--- config.mk ---
export PLATFORM = sky130hd
export DESIGN_NAME = rxpw_timer
export DESIGN_NICKNAME = d
export VERILOG_FILES = /design/src/rtl/rxpw_pkg.sv /design/src/rtl/rxpw_tick_div.sv /design/src/rtl/rxpw_edge_sel.sv /design/src/rtl/rxpw_interval_cnt.sv /design/src/rtl/rxpw_timer.sv
export SDC_FILE = /design/constraint.sdc
export NUM_CORES = 1
export LEC_CHECK = 0
export BUFFER_PORTS_ARGS = -buffer_cell sky130_fd_sc_hd__buf_2
export CORE_UTILIZATION = 53
export CTS_BUF_LIST = sky130_fd_sc_hd__clkbuf_8
export CTS_CLUSTER_SIZE = 24
export DETAILED_ROUTE_END_ITERATION = 12
export GPL_TIMING_DRIVEN = 0
export PLACE_DENSITY = 0.89
export SETUP_SLACK_MARGIN = 0.15
export SLEW_MARGIN = 10
export SYNTH_ARGS = -nofsm -noshare
export SYNTH_HDL_FRONTEND = slang
export SYNTH_SLANG_ARGS = --single-unit
--- constraint.sdc ---
create_clock -name clk -period 2.5 [get_ports clk]
set_input_delay 0.25 -clock clk [delete_from_list [all_inputs] [get_ports clk]]
set_output_delay 0.25 -clock clk [all_outputs]
set_load 0.05 [all_outputs]
--- src/rtl/rxpw_pkg.sv ---
package rxpw_pkg;

  // Measuring edge selection
  typedef enum logic [1:0] {
    EDGE_RISE  = 2'b00,
    EDGE_FALL  = 2'b01,
    EDGE_BOTH  = 2'b10,
    EDGE_BOTH2 = 2'b11
  } edge_mode_e;

endpackage

--- src/rtl/rxpw_tick_div.sv ---
module rxpw_tick_div #(
  parameter int DIV_W = 16
) (
  input  logic             clk,
  input  logic             rst,
  input  logic             en,
  input  logic [DIV_W-1:0] div_val,
  output logic             tick
);

  localparam logic [DIV_W-1:0] DIV_ZERO = '0;

  logic [DIV_W-1:0] dcnt_q;

  // Down counter: reloads while disabled and on reaching zero
  always_ff @(posedge clk) begin
    if (rst) begin
      dcnt_q <= DIV_ZERO;
    end else if (!en || (dcnt_q == DIV_ZERO)) begin
      dcnt_q <= div_val;
    end else begin
      dcnt_q <= dcnt_q - 1'b1;
    end
  end

  assign tick = en && (dcnt_q == DIV_ZERO);

endmodule

--- src/rtl/rxpw_edge_sel.sv ---
module rxpw_edge_sel
  import rxpw_pkg::*;
#(
  parameter int STAGES = 2
) (
  input  logic       clk,
  input  logic       rst,
  input  logic       en,
  input  logic       demod_en,
  input  logic [1:0] edge_mode,
  input  logic       filt_in,
  input  logic       demod_in,
  output logic       meas_edge,
  output logic       lvl_before
);

  localparam int LAST = STAGES - 1;

  logic             sel_in;
  logic [LAST:0]    hist_q;
  logic             lvl_new;
  logic             lvl_old;
  logic             is_rise;
  logic             is_fall;
  edge_mode_e       eff_mode;

  assign sel_in = demod_en ? demod_in : filt_in;

  // Input history; the last two stages feed the edge detector
  generate
    if (STAGES < 2) begin : g_bad
      initial $error("STAGES must be at least 2");
    end
  endgenerate

  always_ff @(posedge clk) begin
    if (rst) begin
      hist_q <= '0;
    end else begin
      hist_q <= {hist_q[LAST-1:0], sel_in};
    end
  end

  assign lvl_new = hist_q[LAST-1];
  assign lvl_old = hist_q[LAST];
  assign is_rise = lvl_new && !lvl_old;
  assign is_fall = !lvl_new && lvl_old;

  // Demodulated envelopes are always measured on both edges
  assign eff_mode = demod_en ? EDGE_BOTH : edge_mode_e'(edge_mode);

  always_comb begin
    unique case (eff_mode)
      EDGE_RISE: meas_edge = en && is_rise;
      EDGE_FALL: meas_edge = en && is_fall;
      default:   meas_edge = en && (is_rise || is_fall);
    endcase
  end

  assign lvl_before = lvl_old;

endmodule

--- src/rtl/rxpw_interval_cnt.sv ---
module rxpw_interval_cnt #(
  parameter int CNT_W = 16
) (
  input  logic           clk,
  input  logic           rst,
  input  logic           en,
  input  logic           tick,
  input  logic           meas_edge,
  input  logic           lvl_before,
  input  logic           clr,
  output logic           wr_stb,
  output logic [CNT_W:0] wr_data,
  output logic           timeout
);

  localparam logic [CNT_W-1:0] CNT_MAX  = '1;
  localparam logic [CNT_W-1:0] CNT_ZERO = '0;

  logic             run_q;
  logic [CNT_W-1:0] cnt_q;
  logic [CNT_W-1:0] cnt_nx;
  logic             ovf;
  logic             wr_stb_q;
  logic [CNT_W:0]   wr_data_q;
  logic             to_q;

  // Count including this cycle's tick, held at the ceiling
  assign cnt_nx = (run_q && tick && (cnt_q != CNT_MAX)) ? cnt_q + 1'b1 : cnt_q;
  // Saturation without a closing edge ends the transmission
  assign ovf    = en && run_q && !meas_edge && (cnt_nx == CNT_MAX);

  always_ff @(posedge clk) begin
    if (rst) begin
      run_q     <= 1'b0;
      cnt_q     <= CNT_ZERO;
      wr_stb_q  <= 1'b0;
      wr_data_q <= '0;
    end else begin
      wr_stb_q <= 1'b0;
      if (!en) begin
        run_q <= 1'b0;
        cnt_q <= CNT_ZERO;
      end else if (meas_edge) begin
        run_q <= 1'b1;
        cnt_q <= CNT_ZERO;
        if (run_q) begin
          wr_stb_q  <= 1'b1;
          wr_data_q <= {lvl_before, cnt_nx};
        end
      end else if (ovf) begin
        run_q <= 1'b0;
        cnt_q <= CNT_ZERO;
      end else begin
        cnt_q <= cnt_nx;
      end
    end
  end

  // Sticky flag: set has priority over the clear request
  always_ff @(posedge clk) begin
    if (rst) begin
      to_q <= 1'b0;
    end else if (ovf) begin
      to_q <= 1'b1;
    end else if (clr) begin
      to_q <= 1'b0;
    end
  end

  assign wr_stb  = wr_stb_q;
  assign wr_data = wr_data_q;
  assign timeout = to_q;

endmodule

--- src/rtl/rxpw_timer.sv ---
module rxpw_timer #(
  parameter int CNT_W  = 16,
  parameter int DIV_W  = 16,
  parameter int STAGES = 2
) (
  input  logic             clk,
  input  logic             rst,
  input  logic             rx_en,
  input  logic             demod_en,
  input  logic [1:0]       edge_mode,
  input  logic [DIV_W-1:0] tick_div,
  input  logic             filt_in,
  input  logic             demod_in,
  input  logic             timeout_clr,
  output logic             fifo_wr,
  output logic [CNT_W:0]   fifo_wdata,
  output logic             timeout
);

  logic tick;
  logic meas_edge;
  logic lvl_before;

  rxpw_tick_div #(.DIV_W(DIV_W)) u_div (
    .clk     (clk),
    .rst     (rst),
    .en      (rx_en),
    .div_val (tick_div),
    .tick    (tick)
  );

  rxpw_edge_sel #(.STAGES(STAGES)) u_edge (
    .clk        (clk),
    .rst        (rst),
    .en         (rx_en),
    .demod_en   (demod_en),
    .edge_mode  (edge_mode),
    .filt_in    (filt_in),
    .demod_in   (demod_in),
    .meas_edge  (meas_edge),
    .lvl_before (lvl_before)
  );

  rxpw_interval_cnt #(.CNT_W(CNT_W)) u_cnt (
    .clk        (clk),
    .rst        (rst),
    .en         (rx_en),
    .tick       (tick),
    .meas_edge  (meas_edge),
    .lvl_before (lvl_before),
    .clr        (timeout_clr),
    .wr_stb     (fifo_wr),
    .wr_data    (fifo_wdata),
    .timeout    (timeout)
  );

endmodule

### After elaboration in Yosys (flattened, before gate mapping)

Index checks and enable logic that the tools add are counted.

* bits of input ports: 25
* output and inout bits: 19
* word-level logic and storage cells: 49
* flip-flop bits (word level): 54

* multiplexer cells: 10
* reduce and logical (&&, ||, !) cells: 25
* $add $sub $neg: 2
* bitwise gates (word level): 2
* equality and inequality tests: 3

Operators with widths (count)
* 16-bit 2-to-1 mux: 2
* 16-bit by 1-bit adder with 16-bit output (second input constant): 1
* 16-bit equality test (second input constant): 1
* 16-bit logical NOT: 1
* 16-bit != test (second input constant): 1
* 16-bit by 1-bit subtractor with 16-bit output (second input constant): 1
* 1-bit logical AND: 11
* 1-bit 2-to-1 mux: 6
* 1-bit logical NOT: 4
* 2-bit nonzero test: 2
* 4-bit OR reduction: 1
* 3-bit AND reduction: 1
* 3-bit OR reduction: 1
* 2-bit by 1-bit equality test with 1-bit output (second input constant): 1
* 2-bit logical NOT: 1
* 1-bit logical OR: 2
* 2-bit 2-to-1 mux: 1
* 1-bit inverter: 2
* 1-bit case mux with 2 select lines: 1
* 2-bit OR reduction: 1

### Depth between registers and ports, before layout

Gate-level depths: netlist (run 1).

* depth in word-level cells: 10
* mapped depth: 11
* mapped depth without buffers: 9

### Modules after synthesis

From an unflattened synthesis (run 1), not the netlist that was laid out.

* cell total of the unflattened synthesis: 315
* area, all modules: 2870.3 µm²

Modules (own cells, without submodules)
* rxpw_interval_cnt: seq. area each 720.7 µm², times used 1, area each 1767.9 µm², cells an instance 201
* rxpw_tick_div: seq. area each 320.3 µm², times used 1, area each 982.2 µm², cells an instance 102
* rxpw_edge_sel: seq. area each 40.0 µm², times used 1, area each 120.1 µm², cells an instance 12

### Worst setup path after synthesis (run 1)

OpenSTA, ideal clock, no wires.

* path type: reg-to-reg
* start point: register u_div.dcnt_q[0]
* end point: register u_cnt.cnt_q[13]
* data arrival time: 2474 ps
* period minus slack after synthesis: 2578 ps
* setup slack: -78 ps
* path buffers: 1
* setup time: 103 ps
* cell stages (with the launch flop): 11
* path through: dfxtp_1 -> inv_1 -> ha_1 -> nor3b_2 -> nand4_2 -> or2_1 -> or3_1 -> xor2_1 -> nor4_4 -> buf_2 -> a2111oi_2

* cells in the longest elaborated chain, start to end: 8

Ends and longest elaborated chain
* from (decl): line rxpw_tick_div.sv:13 `logic [DIV_W-1:0] dcnt_q;`
* from (signal assigned): line rxpw_tick_div.sv:20 `dcnt_q <= div_val;`
* from (signal assigned): line rxpw_tick_div.sv:22 `dcnt_q <= dcnt_q - 1'b1;`
* 16-bit logical NOT *: line rxpw_tick_div.sv:26 `assign tick = en && (dcnt_q == DIV_ZERO);`
* 1-bit logical AND *: line rxpw_tick_div.sv:26
* 1-bit logical AND * (2 in a row): line rxpw_interval_cnt.sv:28 `assign cnt_nx = (run_q && tick && (cnt_q != CNT_MAX)) ? cnt_q + 1'b1 : cnt_q;`
* 16-bit 2-to-1 mux *: line rxpw_interval_cnt.sv:28
* 16-bit equality test: line rxpw_interval_cnt.sv:30 `assign ovf = en && run_q && !meas_edge && (cnt_nx == CNT_MAX);`
* 1-bit logical AND: line rxpw_interval_cnt.sv:30
* 4-bit OR reduction (no line)
* to (signal assigned): line rxpw_interval_cnt.sv:54 `cnt_q <= cnt_nx;`
* to (decl): line rxpw_interval_cnt.sv:20 `logic [CNT_W-1:0] cnt_q;`

Every way passes the cells marked *; elsewhere a longest branch is shown, timed or not.
A chain may end at the register's enable or synchronous reset.

### Worst setup path after layout (run 1)

* start point: register u_div.dcnt_q[1]
* end point: register u_cnt.cnt_q[4]

The elaborated chain is that of the path after synthesis.

==> results.yml, run 1 <==
global_route:
  first_global_vias: 2781
  grt_start_max_net_pins: 17
  grt.total_usage_pct: 33.73
  overflow: 0
  grt_pass1_wl_um: 13940
  antenna_found_initial: 0
hold_path:
  hold_class: "in -> reg"
  holdPathStages: 3
worst_setup_path:
  path_max_fanout: 8
  startpoint_type: "flop"
  crit_end: "u_cnt.cnt_q[4]"
  setup.reg_to_reg.worst_slack_ns: -0.23
  arrival_ns: 2.88
  reg2regPathDepth: 10
  crit_type: "reg -> reg"
  r2r-end: "u_cnt.cnt_q[4]"
  critPathLaunch: "u_div.dcnt_q[1]"
  rr_startpoint: "u_div.dcnt_q[1]"
  critPathCaptureType: "flop"
  crit_required_ns: 2.65
power_and_ir_drop:
  power_w: 0.001807
  leakagePower_nw: 1.282
  p_per_area_nw_per_um2: 487.8
  ir_drop_uv: 724.0
route:
  met2_length_um: 5018
  drtIter0Drc: 374
  routed_wl_um: 10740
  antenna_left: 0
  met1_length_um: 3801
  wire_per_inst_um: 24.30
  vias_per_cell: 6.937
  via_count: 3066
  wl_met3_um: 1288
  highest-signal-layer: "met4"
  drcViolationCount: 0
  first_pass_iters: 7
placed_design:
  dpl-instance-area_sq_um: 3085
  dp_hpwl_um: 5058
  gp_congestion: 0.9045
  io_buffers: 42
layout:
  num_antenna_cells: 0
  drive_above_1_share_pct: 34.93
  nNetsFinal: 403
  layout_common_cells: "50 x nor2_1, 48 x dfxtp_1, 44 x buf_2"
  layout.cells.most_common: "nor2_1"
  final_design_area_no_fill_sq_um: 3704
  fillCellCount: 240
  final_util_pct: 76.39
  syn2layout_area_growth_pct: 34.36
yosys:
  synth_ff_type: "dfxtp_1"
  synthArstFlopShare_pct: 0
  avgSynthCellArea_sq_um: 8.920
  synth_top_area_share_pct: 39.22
  yosys.area.top_type: "dfxtp_1"
  yosysWarnings: 0
  synth_edf_count: 0
  netlist_instances: 309
  synth_nets: 338
  yosysSeqAreaShare_pct: 39.22
  synthesis.area_sq_um: 2756
  ys_ff_latch: 54
  ys_top_cells_by_area: "dfxtp_1 39%, a211oi_1 8.4%, nor2_1 6.8%"
  synth_cell_types: 51
clock_tree:
  cts-buffers-inserted: 5
  htreeDepth: 2
  clock-root-buffer: "clkbuf_8"
  clock_path_buffers: 2
  path_clk_slew_ns: 0.11
  worstSkewPairLatency_ns: 0.31
  cts_hold_buf: 0
  cts_tree: "done"
  cts.sinks: 54
sta:
  setup_viol: 19
  finalHoldViolCount: 0
  skew_ns: 0.01102
  fin_crit_sh_pct: 109.1
  final.setup.worst_slack_ns: -0.2268
  finalMaxSlewViolations: 0
  timing.fmax_mhz: 366.7
  tightest_slew_ns: 1.082
  rsz0062_at_grt: "true"
  slew_headroom_pct: 27.85
  fin_crit_ns: 2.727
floorplan:
  die_w_um: 74.12
  core_sq_um: 4848
  die_area_sq_um: 5493
  die_h_um: 74.12
  rows: 25
  start_util_pct: 56.85
  pin_count: 44
run_status:
  violations: "negative setup slack"
  status: "finished with violations"
flow_run:
  cap_viol_max_count: 0
routing by layer:
| metal | global-route usage [%] | vias to the layer above |
|---|---|---|
| met4 | 14.53 | 0 |
| met3 | 6.233 | 94 |
| met5 | 0 | - |
| li1 | - | 1255 |
| met2 | 55.76 | 328 |
| met1 | 43.14 | 1389 |
Yosys cell counts (2+ instances only):
master / n
dfxtp_1: 54
nor2_1: 50
a211oi_1: 31
clkbuf_1: 18
xnor2_1: 14
nand2_1: 13
xor2_1: 11
nand3_1: 10
nor3_1: 10
a2111oi_0: 8
a21oi_1: 8
mux2i_1: 7
inv_1: 6
nand4_1: 6
and3_1: 5
nand2b_1: 5
buf_2: 4
ha_1: 4
nor4_4: 4
and4_1: 3
nor4_2: 3
o31a_1: 3
a2111oi_2: 2
or3_1: 2
or4_1: 2
critical path, stage by stage, from the launching register on:
cell	delay, ns
dfxtp_2	0.35
inv_2	0.06
ha_4	0.13
nor3b_4	0.27
nand4_4	0.17
o31a_1	0.35
a21oi_1	0.44
o21ai_2	0.14
nor4_4	0.31
buf_6	0.24
a2111oi_4	0.10
area by class of cell:
type | count | area, sq um | share of cell area [%]
Buffer | 23 | 125.1 | 3.378
Timing Repair Buffer | 58 | 345.3 | 9.324
Clock buffer | 5 | 68.82 | 1.858
Multi-Input combinational cell | 226 | 1923 | 51.93
Inverter | 6 | 22.52 | 0.6081
Tap cell | 67 | 83.83 | 2.264
Sequential cell | 54 | 1094 | 29.53
Clock inverter | 3 | 41.29 | 1.115
worst min-delay path by stage:
stage                                  end             start  slack, ns
after CTS                  u_div.dcnt_q[0]       tick_div[0]       0.19
after detailed placement  u_edge.hist_q[1]  u_edge.hist_q[0]       0.48
after global placement    u_edge.hist_q[1]  u_edge.hist_q[0]       0.45
after global routing       u_div.dcnt_q[0]       tick_div[0]       0.20
after floorplan            u_div.dcnt_q[0]       tick_div[0]       0.39
final                      u_div.dcnt_q[0]       tick_div[0]       0.18
state kept, by name (all words and copies together), names as in the netlist:
| register | cells |
|---|---|
| u_cnt.timeout | 1 |
| u_cnt.run_q | 1 |
| u_cnt.wr_data | 17 |
| u_edge.hist_q | 2 |
| u_div.dcnt_q | 16 |
| u_cnt.wr_stb | 1 |
| u_cnt.cnt_q | 16 |
cells by family after synthesis:
| family | count (synthesis) | synth area share [%] |
|---|---|---|
| buffers and inverters | 29 | 4.267 |
| AOI/OAI and AO/OA | 64 | 18.20 |
| xor gates and xnor gates | 25 | 7.944 |
| DFF | 54 | 39.22 |
| adders and majority gates | 4 | 1.816 |
| muxes | 7 | 2.542 |
| and+or+nand+nor | 126 | 26.01 |
stage by stage:
step                setup TNS, ns  std cells  hold slack (ns)  worst slack [ns]
CTS                       -0.4196        439           0.1909          -0.05824
global route               -4.094        442           0.1990           -0.2612
floorplan                       0        309           0.3939           0.01233
finish                     -3.350        442           0.1830           -0.2268
global placement           -6.240        418           0.4457           -0.4223
detailed placement         -6.397        418           0.4757           -0.4654
timing repair:
| item | CTS | global route |
|---|---|---|
| gates cloned | 1 | 0 |
| endpoints found under the setup margin | 25 | 34 |
| pin swaps | 26 | 5 |
| gates resized for setup | 63 | 27 |
| buffers inserted | 12 | 3 |
power by group:
part           total (W)  switching [W]  leakage (nW)  internal (W)
clock network   0.000594       0.000298        0.0556      0.000296
registers       0.000937      0.0000477         0.443      0.000890
logic           0.000275       0.000167         0.784      0.000108
No activity file was read; power rests on OpenSTA's default activity.
==> run 2, diff against run 1 <==
- ABC_AREA: not set -> 1
- CORE_UTILIZATION: 53 -> 54
- PLACE_DENSITY: 0.89 -> 0.9
- SYNTH_HIERARCHICAL: not set -> 1
==> results.yml, run 2 <==
run_status:
  status: "finished with violations"
  violations: "negative setup slack"
floorplan:
  start_util_pct: 56.99
  rows: 27
  die_area_sq_um: 6194
  pin_count: 44
  die_w_um: 78.70
  die_h_um: 78.70
  core_sq_um: 5574
route:
  via_count: 3797
  routed_wl_um: 11050
  drcViolationCount: 0
  antenna_left: 0
  vias_per_cell: 5.989
  drtIter0Drc: 560
  first_pass_iters: 8
  wire_per_inst_um: 17.44
power_and_ir_drop:
  ir_drop_uv: 465.0
  leakagePower_nw: 1.828
  power_w: 0.001983
  p_per_area_nw_per_um2: 487.5
sta:
  skew_ns: 0.01372
  finalMaxSlewViolations: 0
  fin_crit_sh_pct: 107.8
  timing.fmax_mhz: 371.1
  finalHoldViolCount: 0
  setup_viol: 18
  fin_crit_ns: 2.695
  slew_headroom_pct: 70.56
  tightest_slew_ns: 0.4399
  rsz0062_at_grt: "true"
  final.setup.worst_slack_ns: -0.1950
  setup_tns_ns: -2.609
  whs_ns: 0.1557
worst_setup_path:
  crit_type: "reg -> reg"
  startpoint_type: "flop"
  critPathCaptureType: "flop"
  path_max_fanout: 8
  crit_required_ns: 2.75
  arrival_ns: 2.94
layout:
  num_antenna_cells: 0
  drive_above_1_share_pct: 32.21
  seqCellArea_sq_um: 1086
  multiInputGateArea_sq_um: 1969
  largest_reg_flops: 17
  layout.cells.most_common: "nand2_1"
  fillCellCount: 366
  layout_common_cells: "122 x nand2_1, 65 x nor2_1, 54 x inv_1"
  syn2layout_area_growth_pct: 28.00
  nNetsFinal: 590
yosys:
  yosysWarnings: 6
  synth_top_area_share_pct: 34.03
  synth_ff_type: "dfxtp_1"
  yosysSeqAreaShare_pct: 34.03
  synth_nets: 517
  synth_most_common_cell: "nand2_1"
  netlist_instances: 488
  ys_ff_latch: 54
  synthTopCellsByCount: "129 x nand2_1, 82 x nor2_1, 58 x inv_1, 54 x dfxtp_1, 26 x nand3_1"
  synth_cell_types: 30
  avgSynthCellArea_sq_um: 6.510
  synthesis.area_sq_um: 3177
  synthArstFlopShare_pct: 0
  ys_top_cells_by_area: "dfxtp_1 34%, nand2_1 15%, nor2_1 9.7%"
  synth_edf_count: 0
  yosys.area.top_type: "dfxtp_1"
global_route:
  antenna_found_initial: 0
  grt_pass1_wl_um: 14890
  grt.total_usage_pct: 30.78
  first_global_vias: 3280
  overflow: 0
  grt_start_max_net_pins: 18
clock_tree:
  cts.sinks: 54
  cts_tree: "done"
  clock_path_buffers: 2
  clock-root-buffer: "clkbuf_8"
  htreeDepth: 2
  cts-buffers-inserted: 5
  path_clk_slew_ns: 0.09
  worstSkewPairLatency_ns: 0.32
  cts_hold_buf: 0
placed_design:
  io_buffers: 43
  dp_hpwl_um: 5542
  gp_congestion: 0.8850
flow_run:
  cap_viol_max_count: 0
hold_path:
  hold_class: "in -> reg"
[run 2: worst max-delay path: stages (launching register included)]
cell     delay (ns)
dfxtp_2        0.34
inv_2          0.06
ha_4           0.15
nand2_4        0.06
nor2_4         0.17
nand3_4        0.11
nor4_4         0.17
nand2_2        0.15
buf_6          0.16
nor2_4         0.22
nand2_1        0.15
nand2_2        0.13
nor2_1         0.05
nand2_1        0.07
nor2_1         0.05
nand3_2        0.08
nand3_4        0.11
buf_6          0.16
buf_6          0.12
nor2_2         0.11
[run 2: worst paths after layout]
check,start,end,slack (ns),cells past startpoint
setup / recovery,u_div/dcnt_q[1],u_cnt/cnt_q[12],-0.19,19
hold reg to reg,u_edge/hist_q[0],u_edge/hist_q[1],0.48,2
setup reg to reg,u_div/dcnt_q[1],u_cnt/cnt_q[12],-0.19,19
hold / removal,tick_div[0],u_div/dcnt_q[0],0.16,3
[run 2: what timing repair did]
| action | 4_1_cts | 5_1_grt |
|---|---|---|
| gates resized for setup | 29 | 36 |
| pin swaps | 19 | 17 |
| setup endpoints to repair | 18 | 32 |
| buffers inserted | 17 | 5 |
| endpoints found under the hold margin | 0 | 0 |
| gates cloned | 1 | 0 |
[run 2: per-layer routing]
layer  wire [um]  vias up  part of all wire (%)  track usage (%)
li1            -     1655                     -                -
met1        3852     1669                    35            35.62
met2        5071      350                    46            52.87
met3        1206      123                    11            4.828
met4         923        0                   8.3            19.26
met5           0        -                     0                0
[run 2: logic make-up (layout without fill, tap and decap cells)]
logic type / count (synthesis) / in the layout / synth area share, %
compound gates: 45 / 45 / 8.035
simple gates: 299 / 299 / 42.89
flops: 54 / 54 / 34.03
buf+inv: 75 / 149 / 10.44
xor+xnor: 11 / 11 / 3.033
fa+ha+maj: 4 / 4 / 1.575
[run 2: metrics by stage]
step	util, %	worst slack (ns)	cell area, sq um	cells
CTS	69.92	-0.01574	3897	629
floorplan	-	0.1605	3196	488
global route	72.95	-0.2904	4066	634
finish	72.95	-0.1950	4066	634
detailed placement	62.81	-0.2247	3501	603
global placement	62.81	-0.2094	3501	603
[run 2: cell type report]
type / instances / share of cell area [%]
timing repair buffer: 66 / 10.80
tap: 72 / 2.215
multi-input combinational: 359 / 48.43
sequential: 54 / 26.71
clock inverter: 3 / 1.692
buffer: 12 / 2.462
clock buffer: 5 / 1.692
inverter: 63 / 6.000
[run 2: power by group]
group          internal, W  leakage (nW)  switching, W
clock network     0.000401        0.0683      0.000315
logic             0.000129          1.32      0.000217
registers         0.000889         0.441     0.0000305
==> run 3, diff against run 2 <==
- BUFFER_PORTS_ARGS: -buffer_cell sky130_fd_sc_hd__buf_2 -> -buffer_cell sky130_fd_sc_hd__buf_4
==> results.yml, run 3 (same netlist as run 2, synthesis figures left out) <==
run_status:
  status: "finished with violations"
  violations: "negative setup slack"
route:
  via_count: 3987
  vias_per_cell: 6.106
  routed_wl_um: 12280
  wire_per_inst_um: 18.80
  drtIter0Drc: 658
  antenna_left: 0
  drcViolationCount: 0
  first_pass_iters: 9
layout:
  layout.cells.most_common: "nand2_1"
  drive_above_1_share_pct: 35.97
  nNetsFinal: 609
  num_antenna_cells: 0
  syn2layout_area_growth_pct: 36.08
  final_cells: 653
  layout_common_cells: "114 x nand2_1, 79 x buf_4, 66 x nor2_1"
  largest_reg_flops: 17
placed_design:
  io_buffers: 43
  gp_congestion: 0.8723
  dp_slack_ns: -0.2650
  dp_hpwl_um: 5788
  placedCellCount: 603
hold_path:
  hold_class: "in -> reg"
global_route:
  first_global_vias: 3306
  overflow: 0
  top_usage_layer: "met2"
  grtUsageMet2_pct: 52.35
  grt_use_met1_pct: 36.47
  grt_pass1_wl_um: 14920
  grt.total_usage_pct: 30.69
  antenna_found_initial: 0
  grtUsageMet3_pct: 5.632
  grt_start_max_net_pins: 20
worst_setup_path:
  crit_type: "reg -> reg"
  critPathCaptureType: "flop"
  startpoint_type: "flop"
  crit_required_ns: 2.76
  path_max_fanout: 4
  arrival_ns: 3.09
sta:
  fin_crit_sh_pct: 113.2
  timing.fmax_mhz: 353.3
  setup_tns_ns: -5.174
  fin_crit_ns: 2.830
  slew_headroom_pct: 65.79
  finalMaxSlewViolations: 0
  finalHoldViolCount: 0
  skew_ns: 0.01594
  final.setup.worst_slack_ns: -0.3303
  whs_ns: 0.1566
  tightest_slew_ns: 0.5112
  setup_viol: 18
  rsz0062_at_grt: "true"
clock_tree:
  htreeDepth: 2
  clock_path_buffers: 2
  cts.sinks: 54
  worstSkewPairLatency_ns: 0.33
  cts-buffers-inserted: 5
  path_clk_slew_ns: 0.12
  cts_tree: "done"
  cts_hold_buf: 0
  clock-root-buffer: "clkbuf_8"
floorplan:
  pin_count: 44
  rows: 27
  start_util_pct: 56.99
  die_w_um: 78.70
  core_sq_um: 5574
  die_h_um: 78.70
  die_area_sq_um: 6194
power_and_ir_drop:
  ir_drop_uv: 404.0
  p_per_area_nw_per_um2: 428.6
  leakagePower_nw: 1.924
flow_run:
  cap_viol_max_count: 0
[run 3: path summary, 6_finish.rpt]
check,cells past startpoint,startpoint,end,slack (ns)
worst min register to register,2,u_edge/hist_q[0],u_edge/hist_q[1],0.47
worst max-delay path,17,u_div/dcnt_q[6],u_cnt/cnt_q[0],-0.33
worst max register to register,17,u_div/dcnt_q[6],u_cnt/cnt_q[0],-0.33
worst min-delay path,3,tick_div[0],u_div/dcnt_q[0],0.16
[run 3: cell type report]
| type | count | area [sq um] |
|---|---|---|
| Sequential cell | 54 | 1086 |
| Tap cell | 72 | 90.09 |
| Multi-Input combinational cell | 359 | 1989 |
| Buffer | 12 | 105.1 |
| Clock buffer | 5 | 68.82 |
| Inverter | 63 | 244.0 |
| Fill cell | 323 | 1251 |
| Timing Repair Buffer | 85 | 710.7 |
| Clock inverter | 3 | 28.78 |
[run 3: metrics by stage]
step                instance area (sq um)  utilization (%)  power [W]
floorplan                            3196                -   0.001114
global placement                     3608            64.74   0.001181
detailed placement                   3608            64.74   0.001195
CTS                                  3983            71.45   0.001769
global route                         4323            77.55   0.001907
finish                               4323            77.55   0.001853
[run 3: power breakdown]
| group | internal [W] | switching (W) |
|---|---|---|
| combinational | 0.000155 | 0.000228 |
| sequential | 0.000889 | 0.0000329 |
| clock | 0.000211 | 0.000337 |
[run 3: worst max-delay path: stages, from the launching register on]
cell     delay (ns)
dfxtp_1        0.37
nor2_1         0.43
nand3_4        0.14
nor4_4         0.18
nand2_2        0.17
buf_6          0.16
nor2_4         0.14
buf_4          0.15
nand2_1        0.14
nand2_2        0.15
nor2_1         0.06
nand2_1        0.07
nor2_1         0.05
nand3_2        0.08
nand3_4        0.10
buf_6          0.15
buf_4          0.13
nor2_1         0.11
[run 3: metal layers]
metal / up-vias / wire length (um)
met3: 129 / 1542
met1: 1774 / 4293
li1: 1687 / -
met4: 0 / 974
met5: - / 0
met2: 397 / 5466
[run 3: repair_timing]
item                       in CTS  in global routing
buffers inserted               18                 23
cloned                          1                  0
resized for setup              30                 43
setup endpoints to repair      18                 35
pin swaps                      19                 32
